<file path="config.mk">
export PLATFORM = sky130hd
export DESIGN_NAME = drift_frame_asm
export DESIGN_NICKNAME = d
export VERILOG_FILES = /design/src/rtl/drift_pkg.sv /design/src/rtl/bx_window_ctrl.sv /design/src/rtl/hit_slot_latch.sv /design/src/rtl/frame_packer.sv /design/src/rtl/drift_frame_asm.sv
export SDC_FILE = /design/constraint.sdc
export NUM_CORES = 1
export LEC_CHECK = 0
export ABC_AREA = 1
export BUFFER_PORTS_ARGS = -buffer_cell sky130_fd_sc_hd__buf_2
export CORE_AREA = 2 2 215 217
export DETAILED_ROUTE_END_ITERATION = 10
export DIE_AREA = 0 0 217 219
export GPL_ROUTABILITY_DRIVEN = 1
export SETUP_SLACK_MARGIN = 0.05
export SLEW_MARGIN = 10
export SYNTH_ARGS = -nofsm -noshare
export SYNTH_HDL_FRONTEND = slang
export SYNTH_SLANG_ARGS = --single-unit
</file>
<file path="constraint.sdc">
create_clock -name clk -period 1.9 [get_ports clk]
set_input_delay 0.38 -clock clk [delete_from_list [all_inputs] [get_ports clk]]
set_output_delay 0.38 -clock clk [all_outputs]
set_load 0.005 [all_outputs]
</file>
<file path="src/rtl/drift_pkg.sv">
package drift_pkg;

    // Crossing code width and window length are fixed by the slot format.
    localparam int CODE_W = 2;
    localparam int WIN_BX = 3;
    localparam logic [CODE_W-1:0] CODE_NONE = '1;

    typedef enum logic [1:0] {
        WS_IDLE,
        WS_COLLECT,
        WS_HOLD
    } win_state_e;

    // Per-cycle control shared by every channel latch.
    typedef struct packed {
        logic              open_win;
        logic              capture;
        logic              close_win;
        logic [CODE_W-1:0] code;
    } win_ctrl_t;

    function automatic int slot_bits(input int compact, input int time_w);
        return (compact != 0) ? time_w + 1 : time_w + CODE_W;
    endfunction

endpackage

</file>
<file path="src/rtl/bx_window_ctrl.sv">
module bx_window_ctrl
    import drift_pkg::*;
(
    input  logic      clk,
    input  logic      rst,
    input  logic      bx_strobe,
    input  logic      frame_ready,
    output win_ctrl_t ctrl,
    output logic      frame_valid
);

    localparam logic [CODE_W-1:0] LAST_IDX = CODE_W'(WIN_BX - 1);

    win_state_e        state;
    logic [CODE_W-1:0] idx;

    always_comb begin
        ctrl      = '0;
        ctrl.code = idx;
        unique case (state)
            WS_IDLE: begin
                if (bx_strobe) begin
                    ctrl.open_win = 1'b1;
                    ctrl.capture  = 1'b1;
                    ctrl.code     = '0;
                end
            end
            WS_COLLECT: begin
                if (bx_strobe) begin
                    if (idx == LAST_IDX) begin
                        ctrl.close_win = 1'b1;
                    end else begin
                        ctrl.capture = 1'b1;
                        ctrl.code    = idx + CODE_W'(1);
                    end
                end else begin
                    ctrl.capture = 1'b1;
                end
            end
            default: begin
            end
        endcase
    end

    always_ff @(posedge clk) begin
        if (rst) begin
            state <= WS_IDLE;
            idx   <= '0;
        end else begin
            unique case (state)
                WS_IDLE: begin
                    if (bx_strobe) begin
                        state <= WS_COLLECT;
                        idx   <= '0;
                    end
                end
                WS_COLLECT: begin
                    if (bx_strobe) begin
                        if (idx == LAST_IDX) begin
                            state <= WS_HOLD;
                        end else begin
                            idx <= idx + CODE_W'(1);
                        end
                    end
                end
                default: begin
                    if (frame_ready) begin
                        state <= WS_IDLE;
                    end
                end
            endcase
        end
    end

    assign frame_valid = (state == WS_HOLD);

endmodule

</file>
<file path="src/rtl/hit_slot_latch.sv">
module hit_slot_latch
    import drift_pkg::*;
#(
    parameter int TIME_W = 6
) (
    input  logic              clk,
    input  logic              rst,
    input  win_ctrl_t         ctrl,
    input  logic              hit,
    input  logic [TIME_W-1:0] hit_time,
    output logic              seen,
    output logic [CODE_W-1:0] code,
    output logic [TIME_W-1:0] dtime
);

    // An opening strobe discards the previous window's record.
    logic take;
    assign take = ctrl.capture && hit && (ctrl.open_win || !seen);

    always_ff @(posedge clk) begin
        if (rst) begin
            seen  <= 1'b0;
            code  <= CODE_NONE;
            dtime <= '0;
        end else if (take) begin
            seen  <= 1'b1;
            code  <= ctrl.code;
            dtime <= hit_time;
        end else if (ctrl.open_win) begin
            seen  <= 1'b0;
            code  <= CODE_NONE;
            dtime <= '0;
        end
    end

endmodule

</file>
<file path="src/rtl/frame_packer.sv">
module frame_packer
    import drift_pkg::*;
#(
    parameter int NUM_CH  = 32,
    parameter int TIME_W  = 6,
    parameter int HDR_W   = 32,
    parameter int COMPACT = 0,
    localparam int SLOT_W  = slot_bits(COMPACT, TIME_W),
    localparam int FRAME_W = HDR_W + NUM_CH * SLOT_W
) (
    input  logic [HDR_W-1:0]         header_q,
    input  logic [NUM_CH-1:0]        seen,
    input  logic [NUM_CH*CODE_W-1:0] codes,
    input  logic [NUM_CH*TIME_W-1:0] times,
    output logic [FRAME_W-1:0]       frame
);

    assign frame[HDR_W-1:0] = header_q;

    for (genvar ch = 0; ch < NUM_CH; ch++) begin : g_slot
        localparam int BASE = HDR_W + ch * SLOT_W;
        if (COMPACT != 0) begin : g_flag
            assign frame[BASE +: SLOT_W] = {~seen[ch], times[ch*TIME_W +: TIME_W]};
        end else begin : g_code
            assign frame[BASE +: SLOT_W] = {codes[ch*CODE_W +: CODE_W],
                                            times[ch*TIME_W +: TIME_W]};
        end
    end

endmodule

</file>
<file path="src/rtl/drift_frame_asm.sv">
module drift_frame_asm
    import drift_pkg::*;
#(
    parameter int NUM_CH  = 32,
    parameter int TIME_W  = 6,
    parameter int HDR_W   = 32,
    parameter int COMPACT = 0,
    localparam int SLOT_W  = slot_bits(COMPACT, TIME_W),
    localparam int FRAME_W = HDR_W + NUM_CH * SLOT_W
) (
    input  logic                     clk,
    input  logic                     rst,
    input  logic                     bx_strobe,
    input  logic [NUM_CH-1:0]        hit_strobe,
    input  logic [NUM_CH*TIME_W-1:0] hit_time,
    input  logic [HDR_W-1:0]         header,
    input  logic                     frame_ready,
    output logic                     frame_valid,
    output logic [FRAME_W-1:0]       frame_data
);

    win_ctrl_t                ctrl;
    logic [HDR_W-1:0]         header_q;
    logic [NUM_CH-1:0]        seen;
    logic [NUM_CH*CODE_W-1:0] codes;
    logic [NUM_CH*TIME_W-1:0] times;

    bx_window_ctrl u_ctrl (
        .clk         (clk),
        .rst         (rst),
        .bx_strobe   (bx_strobe),
        .frame_ready (frame_ready),
        .ctrl        (ctrl),
        .frame_valid (frame_valid)
    );

    always_ff @(posedge clk) begin
        if (rst) begin
            header_q <= '0;
        end else if (ctrl.close_win) begin
            header_q <= header;
        end
    end

    for (genvar ch = 0; ch < NUM_CH; ch++) begin : g_ch
        hit_slot_latch #(.TIME_W(TIME_W)) u_latch (
            .clk      (clk),
            .rst      (rst),
            .ctrl     (ctrl),
            .hit      (hit_strobe[ch]),
            .hit_time (hit_time[ch*TIME_W +: TIME_W]),
            .seen     (seen[ch]),
            .code     (codes[ch*CODE_W +: CODE_W]),
            .dtime    (times[ch*TIME_W +: TIME_W])
        );
    end

    frame_packer #(
        .NUM_CH  (NUM_CH),
        .TIME_W  (TIME_W),
        .HDR_W   (HDR_W),
        .COMPACT (COMPACT)
    ) u_pack (
        .header_q (header_q),
        .seen     (seen),
        .codes    (codes),
        .times    (times),
        .frame    (frame_data)
    );

endmodule

</file>
# After elaboration in Yosys (flattened, before gate mapping)

Cells that the tools add are included.
W data, S select, Z words.

Reduce and logical (&&, ||, !) cells: 165
Shift-type cells: 0
$lt $le $gt $ge: 0
Div/mod/pow operators: 0
Eq/ne operators: 6
$add $sub $neg: 1
Mux-type cells: 117
Multiply operators: 0
Bitwise logic cells: 0

Operator list:

| kind                  | count |
|---|---|
| $mux W6               | 33 |
| $mux W2               | 41 |
| $reduce_bool A2 Y1    | 33 |
| $logic_and A1 B1 Y1   | 64 |
| $mux W1               | 38 |
| $logic_not A1 Y1      | 32 |
| $logic_or A1 B1 Y1    | 32 |
| $pmux W2 S2           | 3 |
| $eq A2 B2 Y1 const B  | 2 |
| $ne A2 B2 Y1 const B  | 2 |
| $reduce_and A4 Y1     | 1 |
| $mux W3               | 1 |
| $reduce_bool A3 Y1    | 1 |
| $add A2 B1 Y2 const B | 1 |
| $eq A2 B1 Y1 const B  | 1 |
| $logic_not A2 Y1      | 1 |
| $ne A2 B1 Y1 const B  | 1 |
| $pmux W1 S2           | 1 |
| $reduce_and A2 Y1     | 1 |

ROM bits: 0
Flip-flop bits (word level): 324
Logic and storage cells: 388
Bits in writable memories: 0
Latch bits: 0
Input port bits: 260
Memories: 0

# Logic depth before layout (Yosys ltp)

Gate-level depths: netlist (run 1).

Word-level depth: 7
Gate-level depth with buffers: 10
Mapped depth without buffers: 9

# By module

From an unflattened synthesis (run 1), not the netlist that was laid out.

Cells, all modules: 1,937
Area total of the unflattened synthesis: 15,997.8 µm²

By module, submodules not included:

| module          | area an instance (µm²) | sequential area each (µm²) | cells each | instances |
|---|---|---|---|---|
| hit_slot_latch  | 382.9                  | 180.2                      | 44         | 32 |
| frame_packer    | 2,162.1                | 0.0                        | 288        | 1 |
| drift_frame_asm | 1,338.8                | 640.6                      | 203        | 1 |
| bx_window_ctrl  | 245.2                  | 80.1                       | 38         | 1 |

# Worst setup path after synthesis (run 1)

OpenSTA, ideal clock, no wires.

Kind: register to register
Start point: register u_ctrl.idx[0]
End point: register g_ch[23].u_latch.dtime[5]
Period minus slack after synthesis: 1.490 ns
Cell stages (with the launch flop): 10
Data arrival time: 1.358 ns
Setup time: 0.132 ns
Data required time: 1.768 ns
Path slack: 0.410 ns
Cells stage by stage: dfxtp_1 -> inv_1 -> ha_1 -> nand2_2 -> nand3_4 -> nand2_4 -> buf_4 -> nand3_2 -> nand3_1 -> a21oi_1

Word-level cells in the longest chain between the ends: 7
Elaborated cells on any way between the ends: 8
Those cells by class: 1 x eq/ne; 4 x mux; 3 x reduce/logical

Ends and longest elaborated chain:

| element                                       | line                 | text |
|---|---|---|
| start: declaration                            | bx_window_ctrl.sv:15 | `logic [CODE_W-1:0] idx;` |
| start signal: assignment                      | bx_window_ctrl.sv:62 | `idx <= idx + CODE_W'(1);` |
| $eq A2 B2 Y1 (*)                              | bx_window_ctrl.sv:30 | `if (idx == LAST_IDX) begin` |
| $mux W1 (*)                                   | bx_window_ctrl.sv:30 |  |
| $mux W1 (*)                                   | bx_window_ctrl.sv:29 | `if (bx_strobe) begin` |
| $pmux W1 S2 (*)                               | bx_window_ctrl.sv:20 | `unique case (state)` |
| $logic_and A1 B1 Y1 (*) (2 in a row)          | hit_slot_latch.sv:18 | `assign take = ctrl.capture && hit && (ctrl.open_win \|\| !seen);` |
| $mux W6 or $reduce_bool A2 Y1 (tied branches) | -                    |  |
| end signal: assignment                        | hit_slot_latch.sv:28 | `dtime <= hit_time;` |
| end: declaration                              | hit_slot_latch.sv:13 | `output logic [TIME_W-1:0] dtime` |

Every way passes the cells marked *; elsewhere a longest branch is shown, timed or not.
A chain may end at the register's enable or synchronous reset.

# Final worst setup path (run 1)

Start point: register u_ctrl.state[0]
End point: register g_ch[26].u_latch.code[0]

Word-level cells in the longest chain between the ends: 5
Elaborated cells on any way between the ends: 10
Those cells by class: 1 x eq/ne; 4 x mux; 5 x reduce/logical

Ends and longest elaborated chain:

| element                                                   | line                 | text |
|---|---|---|
| start: declaration                                        | bx_window_ctrl.sv:14 | `win_state_e state;` |
| start signal: assignment                                  | bx_window_ctrl.sv:47 | `state <= WS_IDLE;` |
| start signal: assignment                                  | bx_window_ctrl.sv:53 | `state <= WS_COLLECT;` |
| start signal: assignment                                  | bx_window_ctrl.sv:60 | `state <= WS_HOLD;` |
| $eq A2 B1 Y1 or $logic_not A2 Y1 (tied branches)          | bx_window_ctrl.sv:20 |  |
| $pmux W1 S2 or $mux W1 (tied branches)                    | bx_window_ctrl.sv:20 |  |
| $logic_and A1 B1 Y1 or $logic_or A1 B1 Y1 (tied branches) | hit_slot_latch.sv:18 |  |
| $logic_and A1 B1 Y1                                       | hit_slot_latch.sv:18 |  |
| $mux W2 or $reduce_bool A2 Y1 (tied branches)             | -                    |  |
| end signal: assignment                                    | hit_slot_latch.sv:27 | `code <= ctrl.code;` |
| end: declaration                                          | hit_slot_latch.sv:12 | `output logic [CODE_W-1:0] code,` |

Parallel ways exist; a longest one is shown, timed or not.

==> results.cfg, run 1 <==
[sta]
slew_headroom_pct = 68.78
fin_crit_sh_pct = 91.56
finClkSkew_ns = 0.02068
timing.final.crit_period_ns = 1.740
hold_viol = 0
finalSetupTns_ns = 0
drv_slew = 0
fmax_ghz = 0.5749
rsz0062_at_grt = true
setup_violations = 0
worstMarginPinSlew_ns = 0.4682

[routing]
drc_errors = 0
met1_length_um = 20150
postRouteAntennaNets = 0
wl_per_cell_um = 18.72
drtIter0Drc = 1018
top_layer = met5
wl_met2_um = 24730
wirelength_um = 51120
via_count = 14380
dr_wl_met3_um = 4255
first_pass_iters = 5
vias_per_cell = 5.265

[pwr]
p_int_mw = 12.63
pwr-share-comb_pct = 16.4
netSwitchingPower_mw = 4.742
pwr-share-seq_pct = 42.5
swShare_pct = 27.29
vdd_drop_max_mv = 0.5045
p_leak_nw = 8.120
pwr-share-clk_pct = 41.2
p_per_area_nw_per_um2 = 939.1

[critical_path]
critPathCapture = g_ch[26].u_latch.code[0]
r2r_start = u_ctrl.state[0]
cp-start-kind = flip-flop
worstPathRequired_ns = 2.33
crit_chain = nor2_2 -> nand2_8 -> buf_12 -> buf_4 -> a21boi_1 -> nand3_1 -> nand2_1 -> nand2_1
r2r_slack_ns = 0.16
r2r_cells = 8
critical-path-max-stage-delay_ns = 0.37
cp_slowest_cell = dfxtp_1
cp-end-kind = flip-flop
crit_arrival_ns = 2.17
crit_cells = 8
r2r_end = g_ch[26].u_latch.code[0]
crit_fanout = 30
path_delay_family = simple AND/OR/NAND/NOR gates
path_buf_inv = 2
startpoint = u_ctrl.state[0]
path_common_cell = nand2_1
critPathKind = flip-flop to flip-flop

[yosys]
synth_top_cell_by_area = dfxtp_1
syn_nets = 1819
synth.distinct_cells = 25
synth.avg_cell_area_um2 = 8.428
ys_seq_elements = 324
synth_cells = 1557
yosys.area.top_type_share_pct = 49.43
yosys_warnings = 0
synth.area.top_cells = dfxtp_1 (49%), nand3_1 (9.8%), nand4_1 (9.2%), a21oi_1 (8.6%), nand2_1 (3.9%)
synth_ff_type = dfxtp_1
yosys-top-cells-count = dfxtp_1 (324), nand3_1 (258), a21oi_1 (226), nand4_1 (192), nand2_1 (135)
async_flop_share_pct = 0
synth_most_common_cell = dfxtp_1
synth-edff-count = 0
synth-seq-area-share_pct = 49.43
mappedNetlistArea_um2 = 13120

[clock_tree]
cts_buffers = 37
cts_tree = built
root_buffer = clkbuf_16
insertion_delay_ns = 0.55
h-tree-depth = 2
cts_sinks = 324
clk_pin_slew_ns = 0.06
clockBufferDepth = 3

[cells_and_area]
synthToLayoutAreaGrowth_pct = 40.99
drive_above_1_share_pct = 36.89
seq_area_um2 = 6486
utilization_pct = 41.03
fin_nets = 2366
fillers = 4604
multi_input_area_um2 = 6110

[floorplanning]
std_cell_rows = 78
core_um2 = 45090
start_util_pct = 29.10
dieArea_um2 = 47520
fp.dieW_um = 217
die_h_um = 219
ioPinCount = 549

[grt]
grt.total_usage_pct = 19.62
grt_max_degree = 86
grt_pass1_wl_um = 74680
overflow = 0
grt_pass1_vias = 13620
antenna_found_initial = 6

[placed_design]
dpl.hpwl_um = 35330
place_congestion = 0.8651
io_buffers = 548

[hold_path]
hp-class = input port to flip-flop

[run_status]
status = completed

[flow_run]
drv_cap = 0
## registers in the layout, summed over array words and instances (netlist names)
register	count
u_ctrl.state	2
g_ch.u_latch.code	64
u_ctrl.idx	2
g_ch.u_latch.dtime	192
g_ch.u_latch.seen	32
header_q	32
## placed cells by master, fill, tap and decap left out, types with 6 or more instances in the layout
master,netlist,layout
nand2_1,135,135
o21ai_0,32,32
dfxtp_1,324,324
nor2_1,68,67
clkbuf_16,0,42
nand3_4,1,25
nand3b_1,64,64
a21boi_1,30,32
buf_2,29,547
nand2_2,33,33
clkbuf_1,81,6
nand3_2,32,9
buf_4,14,71
inv_1,10,7
clkinv_2,0,6
buf_12,0,17
nand4_1,192,192
clkbuf_8,0,11
nand3_1,258,258
a21oi_1,226,223
## worst min-delay path, stage by stage
cell	delay [ns]
buf_2	0.07
nor2_1	0.03
nor2_1	0.08
## cells by family after synthesis
group | synth area share (%)
AND/OR/NAND/NOR | 32.91
flip-flops | 49.43
AO/OA/AOI/OAI | 11.75
buffers and inverters | 5.721
adder cells (fa/ha/maj) | 0.1907
## through the flow
| stage | setup WS [ns] | instances | power (mW) | area (µm²) | hold slack [ns] |
|---|---|---|---|---|---|
| 2_1_floorplan | 0.4097 | 1557 | 8.893 | 13120 | 0.4761 |
| 3_3_place_gp | 0.1512 | 2650 | 10.06 | 16790 | 0.4641 |
| 3_5_place_dp | 0.09472 | 2650 | 10.11 | 16790 | 0.4701 |
| 4_1_cts | 0.07807 | 2713 | 17.27 | 18000 | 0.03118 |
| 5_1_grt | 0.01135 | 2730 | 18.12 | 18500 | 0.05162 |
| 6_report | 0.1604 | 2731 | 17.37 | 18500 | 0.06045 |
## power by group through the flow
| stage | sequential, mW | combinational [mW] | clock (mW) |
|---|---|---|---|
| finish | 7.38 | 2.85 | 7.15 |
| global route | 7.41 | 3.11 | 7.60 |
| floorplan | 7.51 | 1.38 | 0 |
| CTS | 7.37 | 2.60 | 7.29 |
| detailed placement | 7.52 | 2.59 | 0 |
| global placement | 7.51 | 2.55 | 0 |
## worst min path at each step
stage                                    startpoint                         to  cells past startpoint
after detailed placement   g_ch[4].u_latch.dtime[2]   g_ch[4].u_latch.dtime[2]                      2
after global placement    g_ch[16].u_latch.dtime[3]  g_ch[16].u_latch.dtime[3]                      2
final                                    header[12]               header_q[12]                      3
after global routing                      header[8]                header_q[8]                      3
after floorplan           g_ch[23].u_latch.dtime[5]  g_ch[23].u_latch.dtime[5]                      2
after CTS                                 header[8]                header_q[8]                      3
## cell type report
cell class | count | share of cell area (%)
repair buffers | 649 | 21.11
clock inverters | 9 | 0.5545
diodes | 3 | 0.04058
multi-input cells | 1082 | 33.02
flip-flops and latches | 324 | 35.06
clock buffers | 54 | 5.944
well taps | 600 | 4.058
inverters | 10 | 0.2096
## layer usage
metal | vias up | GRT usage (%)
met2 | 651 | 33.40
met1 | 6831 | 23.24
met3 | 122 | 5.572
li1 | 6772 | -
met5 | - | 0
met4 | 4 | 7.922
## repair_timing
item                       4_1_cts  5_1_grt
buffers inserted                 0        9
hold buffers                     0        0
setup endpoints to repair        0      260
resized for setup                0       46
Note: power is estimated with default switching activity, not from simulation.
==> inputs of run 2 (changes only) <==
--- a/config.mk
+++ b/config.mk
@@ -7,9 +7,10 @@
 export LEC_CHECK = 0
 export ABC_AREA = 1
 export BUFFER_PORTS_ARGS = -buffer_cell sky130_fd_sc_hd__buf_2
-export CORE_AREA = 2 2 215 217
+export CORE_ASPECT_RATIO = 0.6
+export CORE_MARGIN = 2
+export CORE_UTILIZATION = 31
 export DETAILED_ROUTE_END_ITERATION = 10
-export DIE_AREA = 0 0 217 219
 export GPL_ROUTABILITY_DRIVEN = 1
 export SETUP_SLACK_MARGIN = 0.05
 export SLEW_MARGIN = 10
==> results.cfg, run 2 (same netlist as run 1, synthesis figures left out) <==
[sta]
rsz0062_at_grt = true
hold_viol = 0
drv_slew = 0
holdWs_ns = 0.08490
timing.final.crit_period_ns = 1.872
fmax_ghz = 0.5343
setup_violations = 0
finClkSkew_ns = 0.01110
fin_crit_sh_pct = 98.51
slew_headroom_pct = 50.40
worstMarginPinSlew_ns = 0.7440

[hold_path]
hp-class = input port to flip-flop

[run_status]
status = completed

[clock_tree]
cts_sinks = 324
root_buffer = clkbuf_16
clk_pin_slew_ns = 0.06
holdBufCountCts = 0
cts_tree = built
insertion_delay_ns = 0.52
h-tree-depth = 2
clockBufferDepth = 3
cts_buffers = 35

[critical_path]
crit_fanout = 37
startpoint = u_ctrl.idx[0]
r2r_cells = 9
r2r_end = g_ch[26].u_latch.dtime[3]
r2r_slack_ns = 0.03
r2r_start = u_ctrl.idx[0]
cp-start-kind = flip-flop
crit_arrival_ns = 2.24
critPathKind = flip-flop to flip-flop
cp-end-kind = flip-flop
worstPathRequired_ns = 2.27
critPathCapture = g_ch[26].u_latch.dtime[3]

[routing]
postRouteAntennaNets = 0
drc_errors = 0
drtIter0Drc = 1018
wirelength_um = 49220
wl_per_cell_um = 18.42
first_pass_iters = 7
vias_per_cell = 5.278
via_count = 14100

[floorplanning]
core_um2 = 41800
ioPinCount = 549
fp.dieW_um = 269.6
die_h_um = 163.4
dieArea_um2 = 44050
std_cell_rows = 58
start_util_pct = 31.39

[cells_and_area]
top_regs = g_ch.u_latch.dtime: 192 flops, g_ch.u_latch.code: 64 flops
utilization_pct = 43.20
final_common_cell = buf_2
final_cell_mix = buf_2 (547), dfxtp_1 (323), nand3_1 (258)
top_register = g_ch.u_latch.dtime
final_area_um2 = 18060
drive_above_1_share_pct = 35.75
synthToLayoutAreaGrowth_pct = 37.60
fin_nets = 2336
largest_register_ffs = 192

[grt]
grt_pass1_vias = 13370
antenna_found_initial = 3
grt_max_degree = 128
overflow = 0
grt.total_usage_pct = 20.97
grt_pass1_wl_um = 74530

[pwr]
vdd_drop_max_mv = 0.5339
p_leak_nw = 7.915
p_per_area_nw_per_um2 = 948.8

[placed_design]
dpl.hpwl_um = 34600
io_buffers = 548
placed_cell_area_um2 = 16640
place_congestion = 0.9182

[flow_run]
drv_cap = 0
run 2: cell count changes in the layout (fill, tap and decap cells not counted), sizes merged:
cell and change:
buf -23, bufinv +1, clkbuf -9, clkinv +2
diode +1, nand3 -1
run 2: metrics by stage:
stage | total power, mW | TNS (ns) | std cells | setup slack (ns)
2_1_floorplan | 8.893 | 0 | 1557 | 0.4097
3_3_place_gp | 10.05 | 0 | 2604 | 0.1442
3_5_place_dp | 10.10 | 0 | 2604 | 0.02724
4_1_cts | 17.21 | 0 | 2665 | 0.07069
5_1_grt | 17.88 | -0.3054 | 2671 | -0.02484
6_report | 17.13 | 0 | 2672 | 0.02827
run 2: how the worst min path moves through the flow:
stage	startpoint	end	slack, ns	cells past startpoint
3_5_place_dp	g_ch[8].u_latch.dtime[5]	g_ch[8].u_latch.dtime[5]	0.47	2
3_3_place_gp	g_ch[21].u_latch.dtime[2]	g_ch[21].u_latch.dtime[2]	0.47	2
6_report	header[10]	header_q[10]	0.08	3
4_1_cts	header[3]	header_q[3]	0.05	3
5_1_grt	header[2]	header_q[2]	0.07	3
2_1_floorplan	g_ch[23].u_latch.dtime[5]	g_ch[23].u_latch.dtime[5]	0.48	2
run 2: area by class of cell:
cell class	instances	area, µm²
Antenna cell	4	10.01
Clock buffer	49	1021
Clock inverter	12	146.4
Fill cell	4197	23740
Inverter	10	38.79
Multi-Input combinational cell	1081	6068
Sequential cell	324	6487
Tap cell	570	713.2
Timing Repair Buffer	622	3572
run 2: what timing repair did:
item | 4_1_cts | 5_1_grt
setup buffers | 0 | 2
resized for setup | 1 | 31
endpoints found under the setup margin | 2 | 191
pin swaps | 0 | 2
cloned | 0 | 1
run 2: per-layer routing:
metal	up-vias	track usage, %	share of wire, %
li1	6697	-	-
met1	6764	26.95	43
met2	550	33.47	47
met3	91	5.440	7.2
met4	0	8.939	3.5
met5	-	0	0
run 2: critical path: stages, from the launching register on:
cell,delay (ns)
dfxtp_1,0.33
inv_1,0.07
ha_1,0.22
nand2_2,0.12
nand3_4,0.11
nand2_8,0.15
buf_16,0.22
nand3_2,0.24
nand3_1,0.17
a21oi_1,0.07
run 2: power by group:
group          switching [mW]  internal [mW]  total (mW)
Clock                    2.89           4.17        7.07
Sequential              0.201           7.17        7.37
Combinational            1.61           1.08        2.69
Total                    4.71           12.4        17.1
